[config.mk]
export PLATFORM = sky130hd
export DESIGN_NAME = adc_seq_top
export DESIGN_NICKNAME = d
export VERILOG_FILES = /design/src/rtl/adc_seq_pkg.sv /design/src/rtl/adc_seq_pick.sv /design/src/rtl/adc_seq_bank.sv /design/src/rtl/adc_seq_fsm.sv /design/src/rtl/adc_seq_top.sv
export SDC_FILE = /design/constraint.sdc
export NUM_CORES = 1
export LEC_CHECK = 0
export ABC_AREA = 1
export BUFFER_PORTS_ARGS = -buffer_cell sky130_fd_sc_hd__clkbuf_2
export CORE_MARGIN = 10
export CORE_UTILIZATION = 49
export DETAILED_ROUTE_END_ITERATION = 10
export PLACE_DENSITY = 0.82
export RECOVER_POWER = 100
export SYNTH_ARGS = -nofsm -noshare
export SYNTH_HDL_FRONTEND = slang
export SYNTH_HIERARCHICAL = 1
export SYNTH_SLANG_ARGS = --single-unit
[constraint.sdc]
create_clock -name clk -period 1.9 [get_ports clk]
set_input_delay 0.38 -clock clk [delete_from_list [all_inputs] [get_ports clk]]
set_output_delay 0.38 -clock clk [all_outputs]
set_load 0.05 [all_outputs]
[src/rtl/adc_seq_pkg.sv]
package adc_seq_pkg;

    typedef enum logic [2:0] {
        M_FIX_ONE  = 3'd0,
        M_FIX_RUN  = 3'd1,
        M_SCAN_ONE = 3'd2,
        M_SCAN_RUN = 3'd3,
        M_DUAL     = 3'd4,
        M_STEP     = 3'd5
    } seq_mode_e;

    typedef enum logic [1:0] {
        S_IDLE = 2'd0,
        S_REQ  = 2'd1,
        S_WAIT = 2'd2,
        S_HOLD = 2'd3
    } seq_state_e;

endpackage

[src/rtl/adc_seq_pick.sv]
// Finds the lowest set mask bit whose index is at or above a given start index.
module adc_seq_pick #(
    parameter int NCH = 4,
    localparam int CW = $clog2(NCH)
) (
    input  logic [NCH-1:0] mask_i,
    input  logic [CW:0]    from_i,
    output logic           found_o,
    output logic [CW-1:0]  idx_o
);
    always_comb begin
        found_o = 1'b0;
        idx_o   = '0;
        for (int i = NCH - 1; i >= 0; i--) begin
            if (mask_i[i] && ((CW+1)'(i) >= from_i)) begin
                found_o = 1'b1;
                idx_o   = CW'(i);
            end
        end
    end
endmodule

[src/rtl/adc_seq_bank.sv]
// Result register bank, one write port.
module adc_seq_bank #(
    parameter int NCH = 4,
    parameter int DW  = 8,
    localparam int CW = $clog2(NCH)
) (
    input  logic              clk,
    input  logic              rst_n,
    input  logic              wr_en_i,
    input  logic [CW-1:0]     wr_idx_i,
    input  logic [DW-1:0]     wr_data_i,
    output logic [NCH*DW-1:0] regs_o
);
    for (genvar g = 0; g < NCH; g++) begin : g_reg
        logic [DW-1:0] val_q;
        always_ff @(posedge clk or negedge rst_n) begin
            if (!rst_n)
                val_q <= '0;
            else if (wr_en_i && (wr_idx_i == CW'(g)))
                val_q <= wr_data_i;
        end
        assign regs_o[g*DW +: DW] = val_q;
    end
endmodule

[src/rtl/adc_seq_fsm.sv]
// Sequencing state machine: channel order, result slot, interrupt cadence.
module adc_seq_fsm
    import adc_seq_pkg::*;
#(
    parameter int NCH = 4,
    localparam int CW = $clog2(NCH)
) (
    input  logic           clk,
    input  logic           rst_n,
    input  logic [2:0]     mode_i,
    input  logic [NCH-1:0] mask_i,
    input  logic [CW-1:0]  chan_a_i,
    input  logic [CW-1:0]  chan_b_i,
    input  logic           start_i,
    input  logic           stop_i,
    input  logic           done_i,
    input  logic           irq_clr_i,
    output logic [CW-1:0]  chan_sel_o,
    output logic           conv_req_o,
    output logic           wr_en_o,
    output logic [CW-1:0]  wr_idx_o,
    output logic           busy_o,
    output logic           irq_o
);
    seq_state_e     state_q, state_d;
    seq_mode_e      mode_q, mode_d;
    logic [NCH-1:0] mask_q, mask_d;
    logic [CW-1:0]  chan_q, chan_d;
    logic [CW-1:0]  slot_q, slot_d;
    logic [CW-1:0]  a_q, a_d, b_q, b_d;
    logic           half_q, half_d;
    logic           stop_q, stop_d;
    logic           irq_q, irq_set;

    logic           first_found, next_found;
    logic [CW-1:0]  first_idx, next_idx;
    logic [NCH-1:0] pick_mask;
    logic           mode_ok, accept;
    logic           slot_last;

    assign pick_mask = (state_q == S_IDLE) ? mask_i : mask_q;

    adc_seq_pick #(.NCH(NCH)) first_i (
        .mask_i (pick_mask),
        .from_i ('0),
        .found_o(first_found),
        .idx_o  (first_idx)
    );

    adc_seq_pick #(.NCH(NCH)) next_i (
        .mask_i (mask_q),
        .from_i ({1'b0, chan_q} + (CW+1)'(1)),
        .found_o(next_found),
        .idx_o  (next_idx)
    );

    assign mode_ok   = (mode_i <= 3'd5);
    assign accept    = mode_ok && ((mode_i == 3'(M_DUAL)) || first_found);
    assign slot_last = (slot_q == CW'(NCH - 1));

    // next-state logic
    always_comb begin
        state_d = state_q;
        mode_d  = mode_q;
        mask_d  = mask_q;
        chan_d  = chan_q;
        slot_d  = slot_q;
        a_d     = a_q;
        b_d     = b_q;
        half_d  = half_q;
        stop_d  = stop_q | (stop_i && (state_q != S_IDLE));
        irq_set = 1'b0;
        unique case (state_q)
            S_IDLE: begin
                stop_d = 1'b0;
                if (start_i && accept) begin
                    mode_d  = seq_mode_e'(mode_i);
                    mask_d  = mask_i;
                    a_d     = chan_a_i;
                    b_d     = chan_b_i;
                    slot_d  = '0;
                    half_d  = 1'b0;
                    chan_d  = (mode_i == 3'(M_DUAL)) ? chan_a_i : first_idx;
                    state_d = S_REQ;
                end
            end
            S_REQ: state_d = S_WAIT;
            S_WAIT: begin
                if (done_i) begin
                    case (mode_q)
                        M_FIX_ONE: begin
                            irq_set = 1'b1;
                            state_d = S_IDLE;
                        end
                        M_FIX_RUN: begin
                            slot_d  = slot_q + CW'(1);
                            irq_set = slot_last;
                            state_d = stop_d ? S_IDLE : S_REQ;
                        end
                        M_DUAL: begin
                            slot_d  = slot_q + CW'(1);
                            half_d  = ~half_q;
                            chan_d  = half_q ? a_q : b_q;
                            irq_set = slot_last;
                            state_d = stop_d ? S_IDLE : S_REQ;
                        end
                        M_SCAN_ONE: begin
                            if (next_found) begin
                                chan_d  = next_idx;
                                state_d = stop_d ? S_IDLE : S_REQ;
                            end else begin
                                irq_set = 1'b1;
                                state_d = S_IDLE;
                            end
                        end
                        M_SCAN_RUN: begin
                            if (next_found) begin
                                chan_d = next_idx;
                            end else begin
                                irq_set = 1'b1;
                                chan_d  = first_idx;
                            end
                            state_d = stop_d ? S_IDLE : S_REQ;
                        end
                        M_STEP: begin
                            irq_set = 1'b1;
                            if (next_found && !stop_d) begin
                                chan_d  = next_idx;
                                state_d = S_HOLD;
                            end else begin
                                state_d = S_IDLE;
                            end
                        end
                        default: state_d = S_IDLE;
                    endcase
                end
            end
            S_HOLD: begin
                if (stop_d)
                    state_d = S_IDLE;
                else if (start_i)
                    state_d = S_REQ;
            end
        endcase
    end

    // state register
    always_ff @(posedge clk or negedge rst_n) begin
        if (!rst_n) begin
            state_q <= S_IDLE;
            mode_q  <= M_FIX_ONE;
            mask_q  <= '0;
            chan_q  <= '0;
            slot_q  <= '0;
            a_q     <= '0;
            b_q     <= '0;
            half_q  <= 1'b0;
            stop_q  <= 1'b0;
            irq_q   <= 1'b0;
        end else begin
            state_q <= state_d;
            mode_q  <= mode_d;
            mask_q  <= mask_d;
            chan_q  <= chan_d;
            slot_q  <= slot_d;
            a_q     <= a_d;
            b_q     <= b_d;
            half_q  <= half_d;
            stop_q  <= stop_d;
            irq_q   <= irq_set | (irq_q & ~irq_clr_i);
        end
    end

    // outputs
    always_comb begin
        chan_sel_o = chan_q;
        conv_req_o = (state_q == S_REQ);
        busy_o     = (state_q != S_IDLE);
        irq_o      = irq_q;
        wr_en_o    = (state_q == S_WAIT) && done_i;
        wr_idx_o   = ((mode_q == M_FIX_RUN) || (mode_q == M_DUAL)) ? slot_q : chan_q;
    end

    p_req_pulse_r12: assert property (@(posedge clk) disable iff (!rst_n)
        conv_req_o |=> !conv_req_o);
    p_req_busy_r12: assert property (@(posedge clk) disable iff (!rst_n)
        conv_req_o |-> busy_o);
    p_chan_hold_r12: assert property (@(posedge clk) disable iff (!rst_n)
        (state_q == S_WAIT && !done_i) |=> $stable(chan_sel_o));
    p_irq_sticky_r10: assert property (@(posedge clk) disable iff (!rst_n)
        (irq_o && !irq_clr_i) |=> irq_o);
    p_zero_mask_r8: assert property (@(posedge clk) disable iff (!rst_n)
        (!busy_o && start_i && (mode_i != 3'(M_DUAL)) && (mask_i == '0)) |=> !busy_o);
    p_hold_quiet_r6: assert property (@(posedge clk) disable iff (!rst_n)
        (state_q == S_HOLD && !start_i) |=> !conv_req_o);
endmodule

[src/rtl/adc_seq_top.sv]
module adc_seq_top #(
    parameter int NCH = 4,
    parameter int DW  = 8,
    localparam int CW = $clog2(NCH)
) (
    input  logic              clk,
    input  logic              rst_n,
    input  logic [2:0]        mode_i,
    input  logic [NCH-1:0]    chan_mask_i,
    input  logic [CW-1:0]     chan_a_i,
    input  logic [CW-1:0]     chan_b_i,
    input  logic              start_i,
    input  logic              stop_i,
    input  logic              done_i,
    input  logic [DW-1:0]     result_i,
    input  logic              irq_clr_i,
    output logic [CW-1:0]     chan_sel_o,
    output logic              conv_req_o,
    output logic [NCH*DW-1:0] result_o,
    output logic              busy_o,
    output logic              irq_o
);
    logic          wr_en;
    logic [CW-1:0] wr_idx;

    adc_seq_fsm #(.NCH(NCH)) fsm_i (
        .clk       (clk),
        .rst_n     (rst_n),
        .mode_i    (mode_i),
        .mask_i    (chan_mask_i),
        .chan_a_i  (chan_a_i),
        .chan_b_i  (chan_b_i),
        .start_i   (start_i),
        .stop_i    (stop_i),
        .done_i    (done_i),
        .irq_clr_i (irq_clr_i),
        .chan_sel_o(chan_sel_o),
        .conv_req_o(conv_req_o),
        .wr_en_o   (wr_en),
        .wr_idx_o  (wr_idx),
        .busy_o    (busy_o),
        .irq_o     (irq_o)
    );

    adc_seq_bank #(.NCH(NCH), .DW(DW)) bank_i (
        .clk      (clk),
        .rst_n    (rst_n),
        .wr_en_i  (wr_en),
        .wr_idx_i (wr_idx),
        .wr_data_i(result_i),
        .regs_o   (result_o)
    );
endmodule

==> results of run 1 <==
-- state kept, by name, summed over array words and instances (netlist names) --
name	cells
fsm_i/b_q	2
fsm_i/chan_sel_o	2
fsm_i/irq_o	1
fsm_i/state_q	2
fsm_i/slot_q	2
fsm_i/stop_q	1
fsm_i/half_q	1
fsm_i/mask_q	4
fsm_i/a_q	2
fsm_i/mode_q	3
bank_i/g.val_q	32
-- worst reg2reg max path, delay by kind of cell (launching register included) --
family                 cells  cell delay [ns]
and+or+nand+nor            6             0.67
AOI/OAI and AO/OA          4             0.49
DFF                        1             0.42
buffers and inverters      3             0.21
-- Yosys cell counts (2+ instances only) --
cell / count / area share [%]
a21oi_1: 9 / 1.6
a21oi_2: 2 / 0.61
buf_2: 2 / 0.35
buf_6: 8 / 3.1
bufinv_8: 2 / 1.2
dfrtp_1: 52 / 45
ha_1: 2 / 0.87
inv_1: 35 / 4.6
nand2_1: 129 / 17
nand2_2: 2 / 0.44
nand3_1: 29 / 5.1
nand3_4: 3 / 1.8
nand3b_2: 2 / 0.79
nand4_1: 25 / 5.5
nor2_1: 26 / 3.4
nor2_2: 2 / 0.44
o211ai_1: 3 / 0.79
o21ai_0: 18 / 3.1
o21ai_1: 4 / 0.70
-- metal layers --
layer | global-route usage (%) | routed length, um | up-vias
met1 | 19.3 | 3230 | 1285
met3 | 3.78 | 654 | 12
li1 | - | - | 1356
met2 | 27.0 | 3790 | 107
met4 | 5.81 | 135 | 0
met5 | 0 | 0 | -
-- worst paths after layout --
| path | from | end | slack [ns] | cells past startpoint |
|---|---|---|---|---|
| max | fsm_i/state_q[0]$_DFFE_PN0P_ | fsm_i/state_q[1]$_DFFE_PN0P_ | -0.009 | 13 |
| min | irq_clr_i | fsm_i/irq_o$_DFF_PN0_ | 0.24 | 2 |
| max reg2reg | fsm_i/state_q[0]$_DFFE_PN0P_ | fsm_i/state_q[1]$_DFFE_PN0P_ | -0.009 | 13 |
| min reg2reg | bank_i/g_reg[0].val_q[2]$_DFFE_PN0P_ | bank_i/g_reg[0].val_q[2]$_DFFE_PN0P_ | 0.48 | 2 |
| max in group asynchronous | rst_n | fsm_i/chan_sel_o[0]$_DFFE_PN0P_ | 0.59 | 2 |
| min in group asynchronous | rst_n | bank_i/g_reg[2].val_q[3]$_DFFE_PN0P_ | 0.43 | 2 |
-- through the flow --
stage	util, %	hold slack (ns)
after detailed placement	60.2	0.399
after floorplan	-	0.0844
final	63.7	0.243
after global placement	60.2	0.397
after global routing	63.7	0.249
after CTS	62.7	0.0548
-- kinds of logic (layout without fill, tap and decap cells) --
family	Yosys count	count (layout)	share of synthesized area (%)
flip-flops	52	52	45.4
multiplexers	1	1	0.393
other	1	8	0.131
buffers and inverters	50	128	9.83
AND/OR/NAND/NOR	221	221	35.8
AO/OA/AOI/OAI	39	39	7.56
adder cells (fa/ha/maj)	2	2	0.874
-- power groups by stage --
stage,Clock [W],Sequential (W),Combinational [W]
6_report,0.000806,0.00191,0.00469
4_1_cts,0.000818,0.00189,0.00450
5_1_grt,0.000865,0.00196,0.00507
2_1_floorplan,0,0.00295,0.00233
3_3_place_gp,0,0.00189,0.00436
3_5_place_dp,0,0.00192,0.00444
-- repair_timing --
action / CTS / global route
resized for setup: 5 / 35
pin swaps: 1 / 13
cloned: 0 / 2
setup buffers: 1 / 2
setup endpoints to repair: 5 / 41
-- area by class of cell --
type	count	area, sq um	share of cell area, %
multi-input combinational	271	1440	40.6
inverter	39	165	4.65
sequential	52	1300	36.7
timing repair inverter	1	6.26	0.176
timing repair buffer	80	424	11.9
clock buffer	6	82.6	2.32
clock inverter	2	38.8	1.09
tap	72	90.1	2.54
==> flow_summary.json, run 1 <==
{
  "clockBufferDepth": 2,
  "syn-instance-count": 366,
  "design.core.area_sq_um": 5570,
  "detail_route.iter0.violations": 113,
  "start_util_pct": 51.4,
  "slew_headroom_pct": 13.2,
  "fillerInstances": 490,
  "cp.buffers_inverters": 3,
  "cts_tree": "done",
  "worstSetupEndpointType": "flop",
  "hold_buffers": 0,
  "finalNonFillerCells": 523,
  "synth-main-ff-cell": "dfrtp_1",
  "cts.root.buffer_cell": "clkbuf_8",
  "setup_viol": 4,
  "placed_cell_areas_sq_um": 3360,
  "post-route-cell-area_sq_um": 3550,
  "syn_avg_cell_area_sq_um": 7.83,
  "worst_setup_slack_post_dpl_ns": -0.0333,
  "total_power_w": 0.00740,
  "slowest_delay_ns": 0.42,
  "layout_setup_ws_ns": -0.00909,
  "drt-pass1-iter-count": 4,
  "final-hold-violation-count": 0,
  "detail_route.drc_violations": 0,
  "pwr-share-comb_pct": 63.3,
  "num-nets-final": 477,
  "io_count": 62,
  "power.share.switching_pct": 54.5,
  "route.detailed.vias_per_inst": 5.28,
  "synth_enable_flop_cells": 0,
  "totalWireLength_um": 7810,
  "finalClockSkew_ns": 0.0118,
  "violations": "setup timing",
  "family_with_the_most_delay_on_the_worst_path": "simple AND/OR/NAND/NOR gates",
  "cts_htree_levels": 2,
  "data_required_time_of_the_worst_path_ns": 2.11,
  "final_common_cell": "nand2_1",
  "power.internal_w": 0.00336,
  "grt_antenna_before_repair": 0,
  "switching_power_w": 0.00404,
  "timing.setup.tns_ns": -0.0225,
  "std_cell_rows": 27,
  "tritoncts.num_buffers": 5,
  "final_cell_mix": "124 x nand2_1, 50 x dfrtp_1, 35 x inv_1, 35 x clkbuf_1, 27 x clkbuf_2",
  "layout_min_cycle_time_ns": 1.91,
  "critical_path.startpoint_type": "flop",
  "vias_in_the_first_global_route": 2709,
  "clk-insertion-delay-late_ns": 0.32,
  "chipHeight_um": 96.5,
  "vdd_ir_drop_max_uv": 1130,
  "grt_util_all_layers_pct": 15.9,
  "area_delta_synth_final_pct": 24.0,
  "post_route_cells_drive_above_1_share_pct": 21.7,
  "max_cap_viol_count": 0,
  "crit_top_cell": "inv_1",
  "outcome": "finished, violations left",
  "powerDensity_nw_per_um2": 2080,
  "detailroute.via_count": 2760,
  "synth-async-reset-ratio_pct": 100,
  "category_of_the_most_critical_setup_path": "flop to flop",
  "dp_hpwl_um": 5640,
  "grt_remaining_overflow": 0,
  "timing.fmax_mhz": 524,
  "final_antenna_net_count": 0,
  "placedCellCount": 510,
  "area_enclosed_by_the_die_boundary_sq_um": 9300,
  "grt_max_degree": 53,
  "routedWlPerCell_um": 14.9,
  "die_span_in_x_um": 96.5,
  "crit_slowest_cell": "dfrtp_1",
  "netlist-cell-type-count": 30,
  "power.leakage_nw": 1.87,
  "ys.warnings.count": 6,
  "clk_pin_slew_ns": 0.09,
  "post_synth_instance_area_sq_um": 2860,
  "grt_setup_unrepaired": "yes",
  "cts.sinks": 52,
  "antenna_cells": 0,
  "grt_first_pass_wirelength_um": 12000,
  "synth_seq_cells": 52,
  "numPortBuffers": 61,
  "gpl.final_weighted_congestion": 0.897,
  "min_path_type": "primary input to flop",
  "seqPwrFrac_pct": 25.8,
  "clock_power_share_pct": 10.9,
  "timing.final.crit_share_pct": 100,
  "synth_sequential_area_ratio_pct": 45.4,
  "timing_worst_slew_pin_value_ns": 1.30,
  "worst_ep_arrival_time_ns": 2.12,
  "critical_path_peak_fanout": 5,
  "worstPathCellList": "nor2_4 -> clkinv_4 -> o21ai_2 -> inv_1 -> nor2_2 -> a21oi_2 -> nand3_1 -> inv_1 -> nand2_2 -> nand2_4 -> a21oi_4 -> nand2_1 -> o21a_1",
  "final-max-slew-violation-count": 0
}
Note: power is estimated with default switching activity, not from simulation.
==> inputs of run 2 (changes only) <==
--- a/config.mk
+++ b/config.mk
@@ -6,11 +6,11 @@
 export NUM_CORES = 1
 export LEC_CHECK = 0
 export ABC_AREA = 1
-export BUFFER_PORTS_ARGS = -buffer_cell sky130_fd_sc_hd__clkbuf_2
+export BUFFER_PORTS_ARGS = -buffer_cell sky130_fd_sc_hd__buf_4
 export CORE_MARGIN = 10
-export CORE_UTILIZATION = 49
+export CORE_UTILIZATION = 45
 export DETAILED_ROUTE_END_ITERATION = 10
-export PLACE_DENSITY = 0.82
+export PLACE_DENSITY = 0.77
 export RECOVER_POWER = 100
 export SYNTH_ARGS = -nofsm -noshare
 export SYNTH_HDL_FRONTEND = slang
==> flow_summary.json, run 2 (synthesis results as in run 1) <==
{
  "sequential_cell_area_in_the_final_layout_sq_um": 1300,
  "largestRegisters": "bank_i/g.val_q x32, fsm_i/mask_q x4, fsm_i/mode_q x3",
  "design.core.area_sq_um": 6280,
  "fillerInstances": 587,
  "final_common_cell": "nand2_1",
  "timing.final.crit_share_pct": 97.9,
  "rr_endpoint": "fsm_i/half_q$_DFFE_PN0P_",
  "io_count": 62,
  "reg2reg_from": "fsm_i/state_q[1]$_DFFE_PN0P_",
  "worst_setup_slack_post_dpl_ns": -0.0396,
  "post_route_cells_drive_above_1_share_pct": 20.6,
  "timing.hold.worst_path_depth": 2,
  "category_of_the_most_critical_setup_path": "flop to flop",
  "start_util_pct": 45.6,
  "final-hold-violation-count": 0,
  "routedWlPerCell_um": 13.8,
  "gpl.final_weighted_congestion": 0.885,
  "clk-insertion-delay-late_ns": 0.31,
  "cts.root.buffer_cell": "clkbuf_8",
  "ff2ff_path_depth": 16,
  "grt_remaining_overflow": 0,
  "cts_tree": "done",
  "registers.top_by_ff_count": "bank_i/g.val_q",
  "num-nets-final": 472,
  "clk_pin_slew_ns": 0.09,
  "timing.setup.tns_ns": 0,
  "multi_input_comb_area_sq_um": 1400,
  "layout_setup_ws_ns": 0.0406,
  "power.leakage_nw": 1.85,
  "powerDensity_nw_per_um2": 2040,
  "data_required_time_of_the_worst_path_ns": 2.09,
  "min_path_type": "primary input to flop",
  "area_delta_synth_final_pct": 24.6,
  "setup_viol": 0,
  "critical_path.startpoint_type": "flop",
  "detail_route.drc_violations": 0,
  "max_cap_viol_count": 0,
  "drt-pass1-iter-count": 4,
  "cts_htree_levels": 2,
  "grt_antenna_before_repair": 0,
  "largest_register_ffs": 32,
  "final_antenna_net_count": 0,
  "ff2ff_setup_slack_ns": 0.04,
  "area_enclosed_by_the_die_boundary_sq_um": 9960,
  "vdd_ir_drop_max_uv": 878,
  "vias_in_the_first_global_route": 2530,
  "slew_headroom_pct": 14.7,
  "numPortBuffers": 61,
  "dp_hpwl_um": 5490,
  "post-route-cell-area_sq_um": 3570,
  "grt_util_all_layers_pct": 14.0,
  "timing.fmax_mhz": 538,
  "chipHeight_um": 99.8,
  "clockBufferDepth": 2,
  "cts.sinks": 52,
  "die_span_in_x_um": 99.8,
  "timing_worst_slew_pin_value_ns": 1.28,
  "grt_max_degree": 53,
  "std_cell_rows": 29,
  "critical_path_peak_fanout": 5,
  "final_cell_mix": "124 x nand2_1, 50 x dfrtp_1, 35 x buf_4, 35 x clkbuf_1, 34 x inv_1",
  "detail_route.iter0.violations": 112,
  "final-max-slew-violation-count": 0,
  "detailroute.via_count": 2642,
  "placed_cell_areas_sq_um": 3490,
  "finalClockSkew_ns": 0.0129,
  "antenna_cells": 0,
  "worstSetupEndpointType": "flop",
  "worst_ep_arrival_time_ns": 2.05,
  "totalWireLength_um": 7240,
  "hold_path_end": "fsm_i/irq_o$_DFF_PN0_",
  "outcome": "finished, final reports clean",
  "tritoncts.num_buffers": 5,
  "grt_setup_unrepaired": "yes",
  "grt_first_pass_wirelength_um": 11700,
  "hold_path_startpoint": "irq_clr_i",
  "layout_min_cycle_time_ns": 1.86,
  "route.detailed.vias_per_inst": 5.05
}
run 2: cell types whose count changed in the layout (fill, tap and decap cells not counted), moves of 2 or more:
cell      delta
clkbuf_2    -26
buf_4       +20
o21ai_0      +6
o21ai_1      -6
a21oi_2      +2
nand3_1      +2
nand3_2      -2
run 2: routing by layer:
metal	track usage (%)	vias to the layer above	part of all wire (%)
met5	0	-	0
met1	17.6	1220	45
met4	4.19	0	1.5
li1	-	1340	-
met3	4.33	12	7.1
met2	22.4	70	47
run 2: area by class of cell:
type | count | share of cell area (%)
clock inverters | 2 | 1.09
flip-flops and latches | 52 | 36.5
clock buffers | 6 | 2.31
repair buffers | 75 | 12.9
repair inverters | 1 | 0.140
multi-input cells | 271 | 39.3
inverters | 39 | 5.01
well taps | 77 | 2.70
run 2: what timing repair did:
item | CTS | global route
gates cloned | 0 | 1
hold buffers | 0 | 0
resized for setup | 4 | 23
endpoints found under the setup margin | 8 | 51
setup buffers | 0 | 1
pin swaps | 0 | 1
run 2: worst max path at each step:
stage / slack, ns / to / start
floorplan: 0.01 / fsm_i/slot_q[1]$_DFFE_PN0P_ / fsm_i/state_q[1]$_DFFE_PN0P_
global placement: 0.02 / fsm_i/chan_sel_o[0]$_DFFE_PN0P_ / fsm_i/state_q[0]$_DFFE_PN0P_
detailed placement: -0.04 / fsm_i/half_q$_DFFE_PN0P_ / fsm_i/state_q[0]$_DFFE_PN0P_
CTS: -0.0002 / fsm_i/half_q$_DFFE_PN0P_ / fsm_i/state_q[0]$_DFFE_PN0P_
global route: -0.12 / fsm_i/chan_sel_o[1]$_DFFE_PN0P_ / fsm_i/chan_sel_o[0]$_DFFE_PN0P_
finish: 0.04 / fsm_i/half_q$_DFFE_PN0P_ / fsm_i/state_q[1]$_DFFE_PN0P_
run 2: report_power, final:
group          internal, W  switching (W)
sequential         0.00158       0.000310
combinational      0.00139        0.00321
clock             0.000431       0.000376
run 2: through the flow:
| stage | total power, W | utilization, % | hold WS [ns] | cells |
|---|---|---|---|---|
| after floorplan | 0.00529 | - | 0.0844 | 373 |
| after global placement | 0.00644 | 55.6 | 0.454 | 513 |
| after detailed placement | 0.00655 | 55.6 | 0.457 | 513 |
| after CTS | 0.00738 | 57.6 | 0.114 | 521 |
| after global routing | 0.00786 | 56.8 | 0.257 | 523 |
| final | 0.00730 | 56.8 | 0.250 | 523 |
run 2: critical path, stage by stage, from the launching register on:
cell,delay [ns]
dfrtp_1,0.42
nor2_4,0.19
clkinv_4,0.10
nand2_2,0.07
o21ai_2,0.06
inv_1,0.05
nor2_1,0.04
a21oi_2,0.13
nand3_1,0.08
inv_1,0.07
nand2_2,0.06
nand2_2,0.09
nand2_4,0.06
o21ai_4,0.11
nor2_2,0.08
nand2_1,0.06
o21ai_0,0.07
==> inputs of run 3 (changes only) <==
--- a/config.mk
+++ b/config.mk
@@ -10,7 +10,7 @@
 export CORE_MARGIN = 10
 export CORE_UTILIZATION = 45
 export DETAILED_ROUTE_END_ITERATION = 10
-export PLACE_DENSITY = 0.77
+export PLACE_DENSITY = 0.74
 export RECOVER_POWER = 100
 export SYNTH_ARGS = -nofsm -noshare
 export SYNTH_HDL_FRONTEND = slang
==> constraint.sdc (replaced) <==
create_clock -name clk -period 2.26 [get_ports clk]
set_input_delay 0.452 -clock clk [delete_from_list [all_inputs] [get_ports clk]]
set_output_delay 0.452 -clock clk [all_outputs]
set_load 0.05 [all_outputs]
==> flow_summary.json, run 3 (synthesis results as in run 1) <==
{
  "start_util_pct": 45.6,
  "final-hold-violation-count": 0,
  "data_required_time_of_the_worst_path_ns": 2.46,
  "route.detailed.vias_per_inst": 5.03,
  "slew_headroom_pct": 13.8,
  "setup_viol": 0,
  "timing.setup.tns_ns": 0,
  "gpl.final_weighted_congestion": 0.944,
  "io_count": 62,
  "area_delta_synth_final_pct": 18.5,
  "category_of_the_most_critical_setup_path": "flop to flop",
  "totalWireLength_um": 7140,
  "std_cell_rows": 29,
  "timing.final.crit_share_pct": 91.6,
  "cts_htree_levels": 2,
  "final_cell_mix": "129 x nand2_1, 52 x dfrtp_1, 37 x clkbuf_1",
  "vdd_ir_drop_max_uv": 833,
  "final-max-slew-violation-count": 0,
  "largest_register_ffs": 32,
  "chipHeight_um": 99.8,
  "postCtsSetupRepairBufs": 0,
  "critical_path_peak_fanout": 20,
  "tritoncts.num_buffers": 5,
  "detail_route.iter0.violations": 118,
  "grt_setup_unrepaired": "yes",
  "largestRegisters": "bank_i/g.val_q x32, fsm_i/mask_q x4, fsm_i/mode_q x3",
  "layout_min_cycle_time_ns": 2.07,
  "timing.hold.worst_path_depth": 2,
  "design.core.area_sq_um": 6280,
  "area_enclosed_by_the_die_boundary_sq_um": 9960,
  "ff2ff_path_depth": 10,
  "registers.top_by_ff_count": "bank_i/g.val_q",
  "grt_max_degree": 53,
  "hold_path_startpoint": "irq_clr_i",
  "grt_remaining_overflow": 0,
  "numPortBuffers": 61,
  "outcome": "finished, final reports clean",
  "max_cap_viol_count": 0,
  "timing_worst_slew_pin_value_ns": 1.29,
  "grt_util_all_layers_pct": 14.6,
  "detailroute.via_count": 2603,
  "grt_first_pass_wirelength_um": 12100,
  "vias_in_the_first_global_route": 2486,
  "hold-worst-slack_ns": 0.313,
  "final_antenna_net_count": 0,
  "critical_path.startpoint_type": "flop",
  "min_path_type": "primary input to flop",
  "final_common_cell": "nand2_1",
  "antenna_cells": 0,
  "cts.root.buffer_cell": "clkbuf_8",
  "worst_setup_slack_post_dpl_ns": 0.130,
  "grt_antenna_before_repair": 0,
  "clockBufferDepth": 2,
  "power.leakage_nw": 1.80,
  "post_route_cells_drive_above_1_share_pct": 14.7,
  "dp_hpwl_um": 5470,
  "routedWlPerCell_um": 13.8,
  "timing.fmax_mhz": 483,
  "cts.sinks": 52,
  "detail_route.drc_violations": 0,
  "worst_ep_arrival_time_ns": 2.28,
  "num-nets-final": 467,
  "worstSetupEndpointType": "flop",
  "fillerInstances": 625,
  "worst_setup_path_startpoint": "fsm_i/mode_q[0]$_DFFE_PN0P_",
  "layout_setup_ws_ns": 0.189,
  "powerDensity_nw_per_um2": 1690,
  "reg2reg_from": "fsm_i/mode_q[0]$_DFFE_PN0P_",
  "die_span_in_x_um": 99.8,
  "finalClockSkew_ns": 0.00505,
  "cts_tree": "done",
  "drt-pass1-iter-count": 4,
  "clk_pin_slew_ns": 0.09,
  "clk-insertion-delay-late_ns": 0.30
}
-- run 3: routing by layer --
metal | global-route usage, % | routed length, um | up-vias
met3 | 4.33 | 546 | 10
met5 | 0 | 0 | -
met1 | 19.5 | 3320 | 1184
met4 | 3.64 | 105 | 0
li1 | - | - | 1333
met2 | 22.6 | 3160 | 76
-- run 3: power by group --
| group | switching, W | internal, W | total [W] |
|---|---|---|---|
| registers | 0.000269 | 0.00132 | 0.00159 |
| logic | 0.00251 | 0.000975 | 0.00349 |
| clock network | 0.000303 | 0.000362 | 0.000666 |
| total | 0.00308 | 0.00266 | 0.00575 |
-- run 3: final timing paths --
kind | end | slack, ns
max in group asynchronous | bank_i/g_reg[3].val_q[2]$_DFFE_PN0P_ | 1.07
min reg2reg | bank_i/g_reg[2].val_q[2]$_DFFE_PN0P_ | 0.47
min | fsm_i/irq_o$_DFF_PN0_ | 0.31
max reg2reg | bank_i/g_reg[2].val_q[3]$_DFFE_PN0P_ | 0.19
min in group asynchronous | bank_i/g_reg[2].val_q[1]$_DFFE_PN0P_ | 0.42
max | bank_i/g_reg[2].val_q[3]$_DFFE_PN0P_ | 0.19
-- run 3: cell type report --
cell class / instances / area, sq um / share of cell area, %
flip-flops and latches: 52 / 1300 / 38.3
multi-input cells: 271 / 1280 / 37.9
repair buffers: 71 / 414 / 12.2
inverters: 39 / 175 / 5.16
well taps: 77 / 96.3 / 2.84
clock buffers: 6 / 82.6 / 2.43
clock inverters: 2 / 38.8 / 1.14
-- run 3: per-stage QoR --
stage	instances	instance area [sq um]	power (W)	util, %
global route	518	3390	0.00622	54.1
detailed placement	510	3450	0.00542	54.9
finish	518	3390	0.00575	54.1
global placement	510	3450	0.00535	54.9
floorplan	373	2890	0.00441	-
CTS	518	3570	0.00610	56.9
-- run 3: worst max-delay path: stages (launching register included) --
cell	delay, ns
dfrtp_1	0.46
inv_1	0.13
nand3_1	0.12
nand2_1	0.15
clkbuf_2	0.18
nor2_1	0.05
a21oi_1	0.23
buf_12	0.19
nand3_1	0.27
nand2_1	0.15
nand2_1	0.06
-- run 3: what timing repair did --
action                                  in CTS  in global routing
endpoints found under the setup margin       0                 14
gates resized for setup                      0                  7
hold buffers                                 0                  0
endpoints found under the hold margin        0                  0
